--- config.mk ---
export PLATFORM = sky130hd
export DESIGN_NAME = nib_req_rx
export DESIGN_NICKNAME = d
export VERILOG_FILES = /design/src/rtl/nrx_pkg.sv /design/src/rtl/nrx_nib_pair.sv /design/src/rtl/nrx_assemble.sv /design/src/rtl/nrx_out_hold.sv /design/src/rtl/nib_req_rx.sv
export SDC_FILE = /design/constraint.sdc
export NUM_CORES = 1
export LEC_CHECK = 0
export CORE_ASPECT_RATIO = 1.4
export CORE_MARGIN = 2
export CORE_UTILIZATION = 45
export CTS_CLUSTER_SIZE = 28
export DETAILED_ROUTE_END_ITERATION = 8
export DONT_BUFFER_PORTS = 1
export PLACE_DENSITY = 0.72
export SLEW_MARGIN = 20
export SYNTH_ARGS = -nofsm -noshare
export SYNTH_HDL_FRONTEND = slang
export SYNTH_HIERARCHICAL = 1
export SYNTH_SLANG_ARGS = --single-unit
--- constraint.sdc ---
create_clock -name clk -period 1 [get_ports clk]
set_clock_uncertainty 0.05 [all_clocks]
set_input_delay 0.05 -clock clk [delete_from_list [all_inputs] [get_ports clk]]
set_output_delay 0.05 -clock clk [all_outputs]
set_load 0.02 [all_outputs]
--- src/rtl/nrx_pkg.sv ---
`timescale 1ns/1ps
package nrx_pkg;
  localparam int NIB_W      = 4;
  localparam int BYTE_W     = 2 * NIB_W;
  localparam int HDR_BYTES  = 3;
  localparam int ADDR_BYTES = 8;
  localparam int DATA_BYTES = 8;
  localparam int FIX_BYTES  = HDR_BYTES + ADDR_BYTES;
  localparam int MAX_BYTES  = FIX_BYTES + DATA_BYTES;
  localparam int CNT_W      = $clog2(MAX_BYTES + 1);
  localparam int ADDR_W     = ADDR_BYTES * BYTE_W;
  localparam int DATA_W     = DATA_BYTES * BYTE_W;

  localparam logic [2:0] OPC_WR_ALL  = 3'd0;
  localparam logic [2:0] OPC_WR_MASK = 3'd1;
  localparam logic [2:0] OPC_RD      = 3'd4;

  typedef struct packed {
    logic [BYTE_W-1:0] hdr;
    logic [BYTE_W-1:0] txid;
    logic [BYTE_W-1:0] mask;
    logic [ADDR_W-1:0] addr;
    logic [DATA_W-1:0] data;
  } pkt_t;

  function automatic logic carries_payload(input logic [2:0] opc);
    return (opc == OPC_WR_ALL) || (opc == OPC_WR_MASK);
  endfunction

  function automatic logic [CNT_W-1:0] pkt_len(input logic [BYTE_W-1:0] hdr);
    logic [CNT_W-1:0] pay;
    pay = CNT_W'(1) << hdr[5:4];
    return carries_payload(hdr[2:0]) ? CNT_W'(FIX_BYTES) + pay : CNT_W'(FIX_BYTES);
  endfunction

  function automatic logic is_malformed(input pkt_t p);
    logic bad_opc;
    bad_opc = !carries_payload(p.hdr[2:0]) && (p.hdr[2:0] != OPC_RD);
    return p.hdr[7] | p.hdr[6] | p.hdr[3] | (p.addr[2:0] != 3'b000) | bad_opc;
  endfunction
endpackage

--- src/rtl/nrx_nib_pair.sv ---
`timescale 1ns/1ps
module nrx_nib_pair
  import nrx_pkg::*;
(
  input  logic              clk,
  input  logic              rst_n,
  input  logic [NIB_W-1:0]  nib,
  input  logic              frame,
  input  logic              done,
  output logic              sop,
  output logic              byte_vld,
  output logic [BYTE_W-1:0] byte_val
);
  logic             armed_q, armed_d;
  logic             hi_q, hi_d;
  logic [NIB_W-1:0] low_q;
  logic             low_en;

  always_comb begin
    sop      = frame;
    byte_vld = armed_q && !frame && hi_q;
    byte_val = {nib, low_q};
    low_en   = frame || (armed_q && !hi_q);
    armed_d  = armed_q;
    hi_d     = hi_q;
    if (frame) begin
      armed_d = 1'b1;
      hi_d    = 1'b1;
    end else if (armed_q) begin
      hi_d = !hi_q;
      if (done) armed_d = 1'b0;
    end
  end

  always_ff @(posedge clk or negedge rst_n) begin
    if (!rst_n) begin
      armed_q <= 1'b0;
      hi_q    <= 1'b0;
    end else begin
      armed_q <= armed_d;
      hi_q    <= hi_d;
    end
  end

  always_ff @(posedge clk) begin
    if (low_en) low_q <= nib;
  end


  idle_quiet_chk: assert property (@(posedge clk) disable iff (!rst_n)
    (!armed_q && !frame) |-> !byte_vld);
endmodule

--- src/rtl/nrx_assemble.sv ---
`timescale 1ns/1ps
module nrx_assemble
  import nrx_pkg::*;
(
  input  logic              clk,
  input  logic              rst_n,
  input  logic              sop,
  input  logic              byte_vld,
  input  logic [BYTE_W-1:0] byte_val,
  output logic              done,
  output pkt_t              pkt_next
);
  logic [CNT_W-1:0] cnt_q, cnt_d;
  pkt_t             cur_q;
  logic             cur_en;

  always_comb begin
    pkt_next = cur_q;
    if (cnt_q == CNT_W'(0)) pkt_next.hdr  = byte_val;
    if (cnt_q == CNT_W'(1)) pkt_next.txid = byte_val;
    if (cnt_q == CNT_W'(2)) pkt_next.mask = byte_val;
    for (int i = 0; i < ADDR_BYTES; i++)
      if (cnt_q == CNT_W'(HDR_BYTES + i)) pkt_next.addr[i*BYTE_W +: BYTE_W] = byte_val;
    for (int j = 0; j < DATA_BYTES; j++)
      if (cnt_q == CNT_W'(FIX_BYTES + j)) pkt_next.data[j*BYTE_W +: BYTE_W] = byte_val;
    done   = byte_vld && (cnt_q != CNT_W'(0)) && (cnt_q == pkt_len(cur_q.hdr) - CNT_W'(1));
    cur_en = sop || byte_vld;
    cnt_d  = cnt_q;
    if (sop)           cnt_d = CNT_W'(0);
    else if (byte_vld) cnt_d = cnt_q + CNT_W'(1);
  end

  always_ff @(posedge clk or negedge rst_n) begin
    if (!rst_n) cnt_q <= CNT_W'(0);
    else        cnt_q <= cnt_d;
  end

  always_ff @(posedge clk) begin
    if (cur_en) cur_q <= sop ? '0 : pkt_next;
  end


  cnt_bound_chk: assert property (@(posedge clk) disable iff (!rst_n)
    cnt_q <= CNT_W'(MAX_BYTES));

  done_len_chk: assert property (@(posedge clk) disable iff (!rst_n)
    done |-> (cnt_q >= CNT_W'(FIX_BYTES - 1)));
endmodule

--- src/rtl/nrx_out_hold.sv ---
`timescale 1ns/1ps
module nrx_out_hold
  import nrx_pkg::*;
(
  input  logic clk,
  input  logic rst_n,
  input  logic done,
  input  pkt_t pkt_in,
  input  logic ready,
  output logic valid,
  output logic overrun,
  output pkt_t pkt_out
);
  logic valid_d, ovr_d, load;

  always_comb begin
    load    = done && (!valid || ready);
    valid_d = valid;
    ovr_d   = overrun;
    if (load) begin
      valid_d = 1'b1;
      ovr_d   = 1'b0;
    end else if (done) begin
      ovr_d = 1'b1;
    end else if (valid && ready) begin
      valid_d = 1'b0;
      ovr_d   = 1'b0;
    end
  end

  always_ff @(posedge clk or negedge rst_n) begin
    if (!rst_n) begin
      valid   <= 1'b0;
      overrun <= 1'b0;
    end else begin
      valid   <= valid_d;
      overrun <= ovr_d;
    end
  end

  always_ff @(posedge clk) begin
    if (load) pkt_out <= pkt_in;
  end


  hold_stable_chk: assert property (@(posedge clk) disable iff (!rst_n)
    (valid && !ready) |=> (valid && $stable(pkt_out)));

  overrun_valid_chk: assert property (@(posedge clk) disable iff (!rst_n)
    overrun |-> valid);

  overrun_set_chk: assert property (@(posedge clk) disable iff (!rst_n)
    (valid && !ready && done) |=> overrun);
endmodule

--- src/rtl/nib_req_rx.sv ---
`timescale 1ns/1ps
module nib_req_rx
  import nrx_pkg::*;
(
  input  logic              clk,
  input  logic              rst_n,
  input  logic [NIB_W-1:0]  rx_nib,
  input  logic              rx_frame,
  input  logic              pkt_ready,
  output logic              pkt_valid,
  output logic [2:0]        pkt_opcode,
  output logic [1:0]        pkt_size,
  output logic [BYTE_W-1:0] pkt_txid,
  output logic [BYTE_W-1:0] pkt_mask,
  output logic [ADDR_W-1:0] pkt_addr,
  output logic [DATA_W-1:0] pkt_data,
  output logic              pkt_malformed,
  output logic              pkt_overrun
);
  logic [1:0]        rst_sync;
  logic              rst_ln;
  logic              sop, byte_vld, done;
  logic [BYTE_W-1:0] byte_val;
  pkt_t              pkt_next, pkt_held;

  always_ff @(posedge clk or negedge rst_n) begin
    if (!rst_n) rst_sync <= 2'b00;
    else        rst_sync <= {rst_sync[0], 1'b1};
  end
  assign rst_ln = rst_sync[1];

  nrx_nib_pair u_pair (
    .clk(clk), .rst_n(rst_ln), .nib(rx_nib), .frame(rx_frame), .done(done),
    .sop(sop), .byte_vld(byte_vld), .byte_val(byte_val));

  nrx_assemble u_asm (
    .clk(clk), .rst_n(rst_ln), .sop(sop), .byte_vld(byte_vld),
    .byte_val(byte_val), .done(done), .pkt_next(pkt_next));

  nrx_out_hold u_out (
    .clk(clk), .rst_n(rst_ln), .done(done), .pkt_in(pkt_next), .ready(pkt_ready),
    .valid(pkt_valid), .overrun(pkt_overrun), .pkt_out(pkt_held));

  always_comb begin
    pkt_opcode    = pkt_held.hdr[2:0];
    pkt_size      = pkt_held.hdr[5:4];
    pkt_txid      = pkt_held.txid;
    pkt_mask      = pkt_held.mask;
    pkt_addr      = pkt_held.addr;
    pkt_data      = pkt_held.data;
    pkt_malformed = is_malformed(pkt_held);
  end


  complete_on_high_chk: assert property (@(posedge clk) disable iff (!rst_ln)
    $rose(pkt_valid) |-> !$past(rx_frame));
endmodule

==> results of run 1 <==
-- path summary, 6_finish.rpt --
path | start | endpoint | slack (ns) | cells after the start
setup reg to reg | u_asm/cur_q[149] | u_out/pkt_out[104] | -1.19 | 6
hold reg to reg | rst_sync[1] | u_pair/hi_q | 0.10 | 0
setup / recovery | u_asm/cur_q[149] | u_out/pkt_out[104] | -1.19 | 6
max in group asynchronous | rst_sync[1] | u_asm/cnt_q[0] | 0.50 | 0
hold / removal | rx_frame | u_asm/cnt_q[2] | -0.36 | 1
min in group asynchronous | rst_sync[1] | u_pair/hi_q | 0.10 | 0
-- flip-flops by register name, summed over array words and instances, names as in the netlist --
| signal | flops |
|---|---|
| u_pair/armed_q | 1 |
| u_out/overrun | 1 |
| u_pair/low_q | 4 |
| u_pair/hi_q | 1 |
| u_asm/cnt_q | 5 |
| u_out/valid | 1 |
| u_out/pkt_out | 152 |
| rst_sync | 2 |
| u_asm/cur_q | 152 |
-- synthesized netlist by cell type, types with 3 or more instances --
library cell    n  share of area, %
nor2b_1       145               6.9
dfrtp_1        11               2.1
and2b_1         8              0.46
nand2_1         6              0.17
nor3_4          7              0.87
xor2_1          3              0.20
inv_1           4              0.11
edfxtp_1      308                71
and3_1          3              0.14
mux2_2        151                13
ha_1            5              0.48
clkbuf_1       35               1.0
mux2i_1         3              0.23
buf_2           3              0.11
nor2_2          4              0.19
nand2b_1        6              0.29
nor2_1         10              0.29
buf_4           7              0.40
-- routing by layer --
layer	global-route usage, %	part of all wire, %	up-vias
met4	7.687	3.4	0
met5	0	0	-
met3	2.860	4.3	61
li1	-	-	2935
met1	22.29	41	3337
met2	29.78	52	193
-- final cells by class --
type	count	area, µm²
well taps	375	469.2
clock inverters	14	103.9
inverters	5	18.77
multi-input cells	382	3899
repair buffers	104	1236
fillers	2176	12350
flip-flops and latches	319	9529
clock buffers	42	889.6
-- where the power goes --
group          total, mW  switching [mW]  internal (mW)  leakage [nW]
registers           15.8           0.238           15.5          3.18
clock network       11.3            4.86           6.47         0.487
logic               2.69            1.17           1.52          2.18
total               29.8            6.28           23.5          5.84
-- worst reg2reg max path: cells and delay by family, from the launching register on --
| kind | cells | cell delay, ns |
|---|---|---|
| AO/OA/AOI/OAI | 1 | 0.12 |
| buffers and inverters | 2 | 0.35 |
| flip-flops | 1 | 0.48 |
| AND/OR/NAND/NOR | 3 | 0.92 |
-- per-stage QoR --
stage / hold slack [ns] / TNS, ns / area [µm²] / cells
after global routing: -0.4478 / -610.90 / 16150 / 1241
after CTS: -0.4897 / -570.05 / 15450 / 1222
after floorplan: -0.2956 / -710.18 / 13180 / 753
after detailed placement: -0.2954 / -550.92 / 14210 / 1152
after global placement: -0.2954 / -545.08 / 14210 / 1152
final: -0.3605 / -560.11 / 16150 / 1241
-- layout by cell type (no fill, tap or decap), drive strengths merged, types with 8 or more instances in the layout --
| master | n |
|---|---|
| clkbuf | 44 |
| and2b | 8 |
| nor2b | 145 |
| clkinv | 10 |
| nand2b | 9 |
| nor2 | 16 |
| mux2 | 152 |
| buf | 95 |
| nor3 | 9 |
| edfxtp | 308 |
| dfrtp | 11 |
-- cells by family (layout without fill, tap and decap cells) --
family | Yosys count | count (layout)
flops | 319 | 319
fa+ha+maj | 5 | 5
buf+inv | 52 | 165
xor+xnor | 5 | 5
compound gates | 7 | 7
simple gates | 209 | 209
mux | 155 | 155
other cells | 1 | 1
-- timing repair --
item,4_1_cts,5_1_grt
pin swaps,2,7
hold endpoints to repair,247,163
setup buffers,3,18
endpoints found under the setup margin,773,774
cloned,1,3
gates resized for setup,15,123
==> metrics, run 1 <==
outcome finished with violations; failing checks hold timing, setup timing; Synth cell types 43; Inserted Clock Buffers 30; global placer's final weighted congestion between 0.8 and 0.9; DRC 0; Final Cycle Share 219.0%; drt total wl about 28 mm; CTS H-tree lvls 1; CP required 1.23 ns; Die X about 150 µm; Total Routing Usage GR 17.55%; Top Family by Delay on Critical Path simple AND/OR/NAND/NOR gates; clock root cell clkbuf_16; ys flop type edfxtp_1; critical path class reg2reg; routed vias/inst between 5 and 6; Iter 0 DRT Violations 340; Die Ht 205.6 µm; final hold slack -0.3605 ns; Layout Nets 855; share of layout cells above drive strength 1 43.53%; post-layout util 56.66%; Routed WL per cell 22.50 µm; worst setup margin -1.190 ns; post-synthesis compound-gate area fraction 0.4215%; DR pass1 iterations 4; Crit. End Element flip-flop; # IOs 160; crit-path cells nor4_2 -> a221oi_2 -> nor4_4 -> and2_4 -> buf_4 -> clkbuf_16; Gate Count Post-Synth 753; Initial Util 45.83%; Detail Placement HPWL 16.10 mm; largest family of logic cells by synthesized area multiplexers; Worst Path Buf+Inv 2; unrepaired setup endpoints after global routing yes; Post-Synth Adder-Cell Area 0.4790%; Worst Max-Slew Pin Slew approximately 1.1 ns; EDFF count, synth 308; final hold violations 163; IO Port Bufs 0; syn nets 766; Startpoint Class flip-flop; Syn-to-layout area delta 23.61%; VDD IR max 1322 µV; Mapped Avg Cell Area 17.35 µm²; core area 0.02850 mm²; first-pass GRT wire length 40.57 mm; Pleak 5.842 nW; crit path DAT 2.42 ns; initial antenna violation count 0; post-cts hold buffer count 10; CP peak stage delay 0.48 ns; Seq/Total Area, Yosys 72.92%; die area 0.03042 mm²; clk_lat worst skew 0.56 ns; grt ovf 0; max_slew headroom ~23%; Hold Path Class in2reg; ant diodes 0; Simple-Gate Fraction of Synth Area 10.64%; max-slew violation count 0; post-route total power 29.80 mW; Ys Warns 6; PD cells 1846 mW/mm²; routed vias 6526; Slowest cell on crit path edfxtp_1; CTS tree yes; pin count of the biggest net entering global routing around 160; Setup violations, final between 700 and 800; CP Max Fanout 11; CTS Sinks between 300 and 400; row count 73; Tmin final approximately 2.2 ns; Synth Area in XOR/XNOR less than 1%; clock buffer depth 3; post-synthesis instance area 0.01306 mm²; Async S/R FF share, synth under 10%; Max Clk Rate 0.4567 GHz; post-synthesis mux area share between 10% and 20%; Max-cap violations 0; Yosys reg bits 319; Post-Place Worst Slack -1.171 ns; vias in the first global route 6732; Reg clk slew, reported paths approximately 0.070 ns; number of routed nets with antenna violations 0
(Power assumes the default switching activity.)
==> inputs of run 2 (changes only) <==
--- a/config.mk
+++ b/config.mk
@@ -12,6 +12,7 @@
 export DETAILED_ROUTE_END_ITERATION = 8
 export DONT_BUFFER_PORTS = 1
 export PLACE_DENSITY = 0.72
+export SKIP_CTS_REPAIR_TIMING = 1
 export SLEW_MARGIN = 20
 export SYNTH_ARGS = -nofsm -noshare
 export SYNTH_HDL_FRONTEND = slang
==> run 2 against run 1 <==
  * The run still ends with hold timing, setup timing left
  * Non-clock buffer count is 16 higher
  * Routed wire length up 3.6%
  * Worst setup slack got worse by 0.11 ns
  * Register-to-register slack got worse by 0.11 ns
  * Utilization is 0.71 points higher
  * Final area up 1.3%
  * Flip-flop and latch count stayed put
  * Largest cell class unchanged
  * Highest routed layer unchanged
==> metrics, run 2 (synthesis gave the netlist of run 1 again) <==
DR pass1 iterations 4 (unchanged); area of the multi-input gates 0.003885 mm² (was 0.003899 mm²); Layout Nets 871 (was 855); first-pass GRT wire length 40.03 mm (was 40.57 mm); Crit. End Element flip-flop (unchanged); grt ovf 0 (unchanged); global placer's final weighted congestion 0.8253 (unchanged); clock root cell clkbuf_16 (unchanged); FF/Latch Area 0.009529 mm² (unchanged); Regs by FF count u_asm/cur_q: 152 flops, u_out/pkt_out: 152 flops, u_asm/cnt_q: 5 flops (unchanged); Syn-to-layout area delta 25.17% (was 23.61%); max-slew violation count 0 (unchanged); die area 0.03042 mm² (unchanged); Startpoint Class flip-flop (unchanged); Die X 148.0 µm (unchanged); CTS tree yes (unchanged); share of layout cells above drive strength 1 41.50% (was 43.53%); failing checks hold timing, setup timing (unchanged); post-route total power 29.89 mW (was 29.80 mW); most frequent cells in the layout 308 x edfxtp_1, 139 x nor2b_1, 97 x mux2_4, 69 x buf_4, 55 x mux2_2 (was 308 x edfxtp_1, 114 x nor2b_1, 99 x mux2_2, 58 x buf_4, 53 x mux2_4); Max-cap violations 0 (unchanged); Routed WL per cell 23.02 µm (was 22.50 µm); setup TNS -587.68 ns (was -560.11 ns); final instance area 0.01635 mm² (was 0.01615 mm²); initial antenna violation count 0 (unchanged); drt total wl 28.94 mm (was 27.92 mm); outcome finished with violations (unchanged); routed vias 6652 (was 6526); vias in the first global route 6622 (was 6732); DP Area 0.01421 mm² (unchanged); core area 0.02850 mm² (unchanged); Final Cycle Share 230.1% (was 219.0%); CP Max Fanout 6 (was 11); final hold slack -0.3756 ns (was -0.3605 ns); Initial Util 45.83% (unchanged); Max Clk Rate 0.4345 GHz (was 0.4567 GHz); number of routed nets with antenna violations 0 (unchanged); FILL cells 2134 (was 2176); ant diodes 0 (unchanged); Detail Placement HPWL 16.10 mm (unchanged); DRC 0 (unchanged); routed vias/inst 5.292 (was 5.259); Total Routing Usage GR 17.33% (was 17.55%); CTS H-tree lvls 1 (unchanged); row count 73 (unchanged); IO Port Bufs 0 (unchanged); Reg clk slew, reported paths 0.07 ns (about the same); Iter 0 DRT Violations 439 (was 340); critical path class reg2reg (unchanged); commonest non-fill, non-tap cell in the layout edfxtp_1 (unchanged); crit path DAT 2.53 ns (was 2.42 ns); Pleak 5.996 nW (was 5.842 nW); Tmin final 2.301 ns (was 2.190 ns); # IOs 160 (unchanged); worst setup margin -1.301 ns (was -1.190 ns); final hold violations 163 (unchanged); VDD IR max 1299 µV (was 1322 µV); Die Ht 205.6 µm (unchanged); CP required 1.23 ns (about the same); Inserted Clock Buffers 30 (unchanged); post-layout util 57.37% (was 56.66%); PD cells 1828 mW/mm² (was 1846 mW/mm²); Hold Path Class in2reg (unchanged); Setup violations, final 773 (was 774); unrepaired setup endpoints after global routing yes (unchanged); pin count of the biggest net entering global routing 163 (unchanged); CTS Sinks 319 (unchanged); clock buffer depth 3 (unchanged); clk_lat worst skew 0.56 ns (about the same)
[run 2: path summary, 6_finish.rpt]
kind | startpoint | end | slack [ns] | depth (start not counted)
max reg2reg | u_asm/cur_q[149] | u_out/pkt_out[69] | -1.30 | 6
max in group asynchronous | rst_sync[1] | u_asm/cnt_q[1] | 0.50 | 0
min in group asynchronous | rst_sync[1] | u_pair/hi_q | 0.10 | 0
min reg2reg | rst_sync[1] | u_pair/hi_q | 0.10 | 0
min | rx_frame | u_asm/cur_q[102] | -0.38 | 1
max | u_asm/cur_q[149] | u_out/pkt_out[69] | -1.30 | 6
[run 2: area by class of cell]
class                           count  area share, %
Multi-Input combinational cell    382          23.76
Tap cell                          375          2.870
Inverter                            5         0.1148
Sequential cell                   319          58.29
Timing Repair Buffer              120          8.886
Clock buffer                       42          5.442
Clock inverter                     14         0.6352
[run 2: stage by stage]
stage | setup WS [ns] | cells
5_1_grt | -1.354 | 1257
2_1_floorplan | -1.853 | 753
3_3_place_gp | -1.169 | 1152
3_5_place_dp | -1.171 | 1152
4_1_cts | -1.182 | 1208
6_report | -1.301 | 1257
[run 2: power breakdown]
group	internal, mW	switching [mW]	leakage [nW]
clock network	6.47	4.87	0.487
registers	15.5	0.245	3.18
logic	1.56	1.20	2.33
total	23.6	6.32	6.00
[run 2: routing by layer]
layer	track usage (%)	share of wire, %	vias up
met2	29.68	52	214
met5	0	0	-
met1	21.84	41	3413
li1	-	-	2964
met3	2.860	4.5	61
met4	7.381	3.1	0
[run 2: critical path, stage by stage (launching register included)]
cell,delay [ns]
edfxtp_1,0.46
o41ai_2,0.37
nand3b_1,0.18
nor4_4,0.34
and2_4,0.27
buf_12,0.18
clkbuf_16,0.16
==> inputs of run 3 (changes only) <==
--- a/config.mk
+++ b/config.mk
@@ -8,6 +8,7 @@
 export CORE_ASPECT_RATIO = 1.4
 export CORE_MARGIN = 2
 export CORE_UTILIZATION = 45
+export CTS_BUF_LIST = sky130_fd_sc_hd__clkbuf_8
 export CTS_CLUSTER_SIZE = 28
 export DETAILED_ROUTE_END_ITERATION = 8
 export DONT_BUFFER_PORTS = 1
==> run 3 against run 2 <==
  * The run still ends with hold timing, setup timing left
  * Sequential share of layout area shrank 1.9 points
  * Routed wire length grew 3.5%
  * Critical path type unchanged
  * Non-clock buffer count grew 7
  * Largest cell class unchanged
  * Fmax grew 3.3%
  * Clock power shrank 12%
  * Global-route usage grew 0.085 points
  * Via count grew 2.0%
  * Final area grew 3.4%
  * Count of clock-buffer cells in the layout grew 7
==> metrics, run 3 (synthesis gave the netlist of run 1 again) <==
outcome finished with violations (unchanged); failing checks hold timing, setup timing (unchanged); CP peak stage delay 0.50 ns (was 0.46 ns); post-route total power 28.89 mW (was 29.89 mW); worst setup margin -1.228 ns (was -1.301 ns); CTS Sinks 319 (unchanged); Tmin final 2.228 ns (was 2.301 ns); global placer's final weighted congestion 0.8253 (unchanged); PD cells 1709 mW/mm² (was 1828 mW/mm²); Max Clk Rate 0.4488 GHz (was 0.4345 GHz); Slowest cell on crit path edfxtp_1 (unchanged); Hold Path Class in2reg (unchanged); # IOs 160 (unchanged); pin count of the biggest net entering global routing 163 (unchanged); clk_lat worst skew 0.57 ns (was 0.56 ns); IO Port Bufs 0 (unchanged); Iter 0 DRT Violations 428 (was 439); FILL cells 2105 (was 2134); Final Cycle Share 222.8% (was 230.1%); VDD IR max 1104 µV (was 1299 µV); routed vias/inst 5.268 (was 5.292); die area 0.03042 mm² (unchanged); Regs by FF count u_asm/cur_q: 152 flops, u_out/pkt_out: 152 flops, u_asm/cnt_q: 5 flops (unchanged); CP Max Fanout 21 (was 6); DR pass1 iterations 4 (unchanged); Worst Path Buf+Inv 2 (unchanged); Top Family by Delay on Critical Path simple AND/OR/NAND/NOR gates (unchanged); Detail Placement HPWL 16.10 mm (unchanged); clock root cell clkbuf_8 (was clkbuf_16); Routed WL per cell 23.26 µm (was 23.02 µm); commonest non-fill, non-tap cell in the layout edfxtp_1 (unchanged); final hold slack -0.4018 ns (was -0.3756 ns); final instance area 0.01691 mm² (was 0.01635 mm²); Inserted Clock Buffers 47 (was 30); Initial Util 45.83% (unchanged); vias in the first global route 6739 (was 6622); reg2reg start u_asm/cur_q[149] (unchanged); Die X 148.0 µm (unchanged); final hold violations 163 (unchanged); crit path DAT 2.45 ns (was 2.53 ns); number of routed nets with antenna violations 0 (unchanged); CP required 1.22 ns (was 1.23 ns); Layout Nets 895 (was 871); unrepaired setup endpoints after global routing yes (unchanged); min-delay src rx_frame (unchanged); most frequent cells in the layout 308 x edfxtp_1, 115 x mux2_4, 82 x nor2b_1, 62 x buf_4, 61 x nor2b_4 (was 308 x edfxtp_1, 139 x nor2b_1, 97 x mux2_4, 69 x buf_4, 55 x mux2_2); Die Ht 205.6 µm (unchanged); DRC 0 (unchanged); initial antenna violation count 0 (unchanged); critical path class reg2reg (unchanged); CP startpoint u_asm/cur_q[149] (unchanged); Total Routing Usage GR 17.41% (was 17.33%); clock buffer depth 3 (unchanged); Crit. End Element flip-flop (unchanged); row count 73 (unchanged); Pleak 6.301 nW (was 5.996 nW); Reg clk slew, reported paths 0.06 ns (was 0.07 ns); fin cells 1288 (was 1257); ant diodes 0 (unchanged); Startpoint Class flip-flop (unchanged); drt total wl 29.96 mm (was 28.94 mm); DP Area 0.01421 mm² (unchanged); max-slew violation count 0 (unchanged); Placed Cells 1152 (unchanged); routed vias 6785 (was 6652); grt ovf 0 (unchanged); CTS H-tree lvls 2 (was 1); CTS tree yes (unchanged); first-pass GRT wire length 40.16 mm (was 40.03 mm); crit-path cells nor4_2 -> a221oi_2 -> nor4_4 -> and2_4 -> buf_12 -> buf_16 (was o41ai_2 -> nand3b_1 -> nor4_4 -> and2_4 -> buf_12 -> clkbuf_16); share of layout cells above drive strength 1 48.52% (was 41.50%); core area 0.02850 mm² (unchanged); Setup violations, final 773 (unchanged); Syn-to-layout area delta 29.44% (was 25.17%); Max-cap violations 0 (unchanged)
## run 3: cell type report
| cell class | instances | area [µm²] | share of cell area, % |
|---|---|---|---|
| multi-input combinational | 382 | 4404 | 26.05 |
| inverter | 5 | 21.27 | 0.1258 |
| tap | 375 | 469.2 | 2.775 |
| clock inverter | 31 | 201.4 | 1.192 |
| clock buffer | 49 | 674.4 | 3.989 |
| timing repair buffer | 127 | 1608 | 9.510 |
| sequential | 319 | 9528 | 56.36 |
## run 3: final timing paths
path | endpoint | slack [ns] | cells past startpoint
max | u_out/pkt_out[69] | -1.23 | 6
min | u_asm/cnt_q[2] | -0.40 | 1
max reg2reg | u_out/pkt_out[69] | -1.23 | 6
min reg2reg | u_asm/cnt_q[1] | 0.08 | 0
max in group asynchronous | u_asm/cnt_q[0] | 0.53 | 0
min in group asynchronous | u_asm/cnt_q[1] | 0.08 | 0
## run 3: metal layers
metal / track usage [%] / wire (µm)
met4: 7.415 / 982
met1: 21.59 / 12130
met3: 3.991 / 1448
met2: 29.38 / 15410
met5: 0 / 0
## run 3: through the flow
stage,setup slack [ns],utilization (%),setup TNS [ns]
6_report,-1.228,59.33,-595.17
2_1_floorplan,-1.853,-,-710.18
5_1_grt,-1.291,59.33,-639.97
4_1_cts,-1.185,52.93,-590.57
3_5_place_dp,-1.171,49.86,-550.92
3_3_place_gp,-1.169,49.86,-545.08
## run 3: report_power, final
part	switching [mW]	internal, mW	leakage, nW
registers	0.259	15.5	3.18
clock network	4.76	5.28	0.494
logic	1.25	1.81	2.62
## run 3: worst register-to-register path: cells and delay by family (launching register included)
kind | cells | cell delay, ns
AND/OR/NAND/NOR | 3 | 0.91
flip-flops | 1 | 0.50
AO/OA/AOI/OAI | 1 | 0.12
buffers and inverters | 2 | 0.36
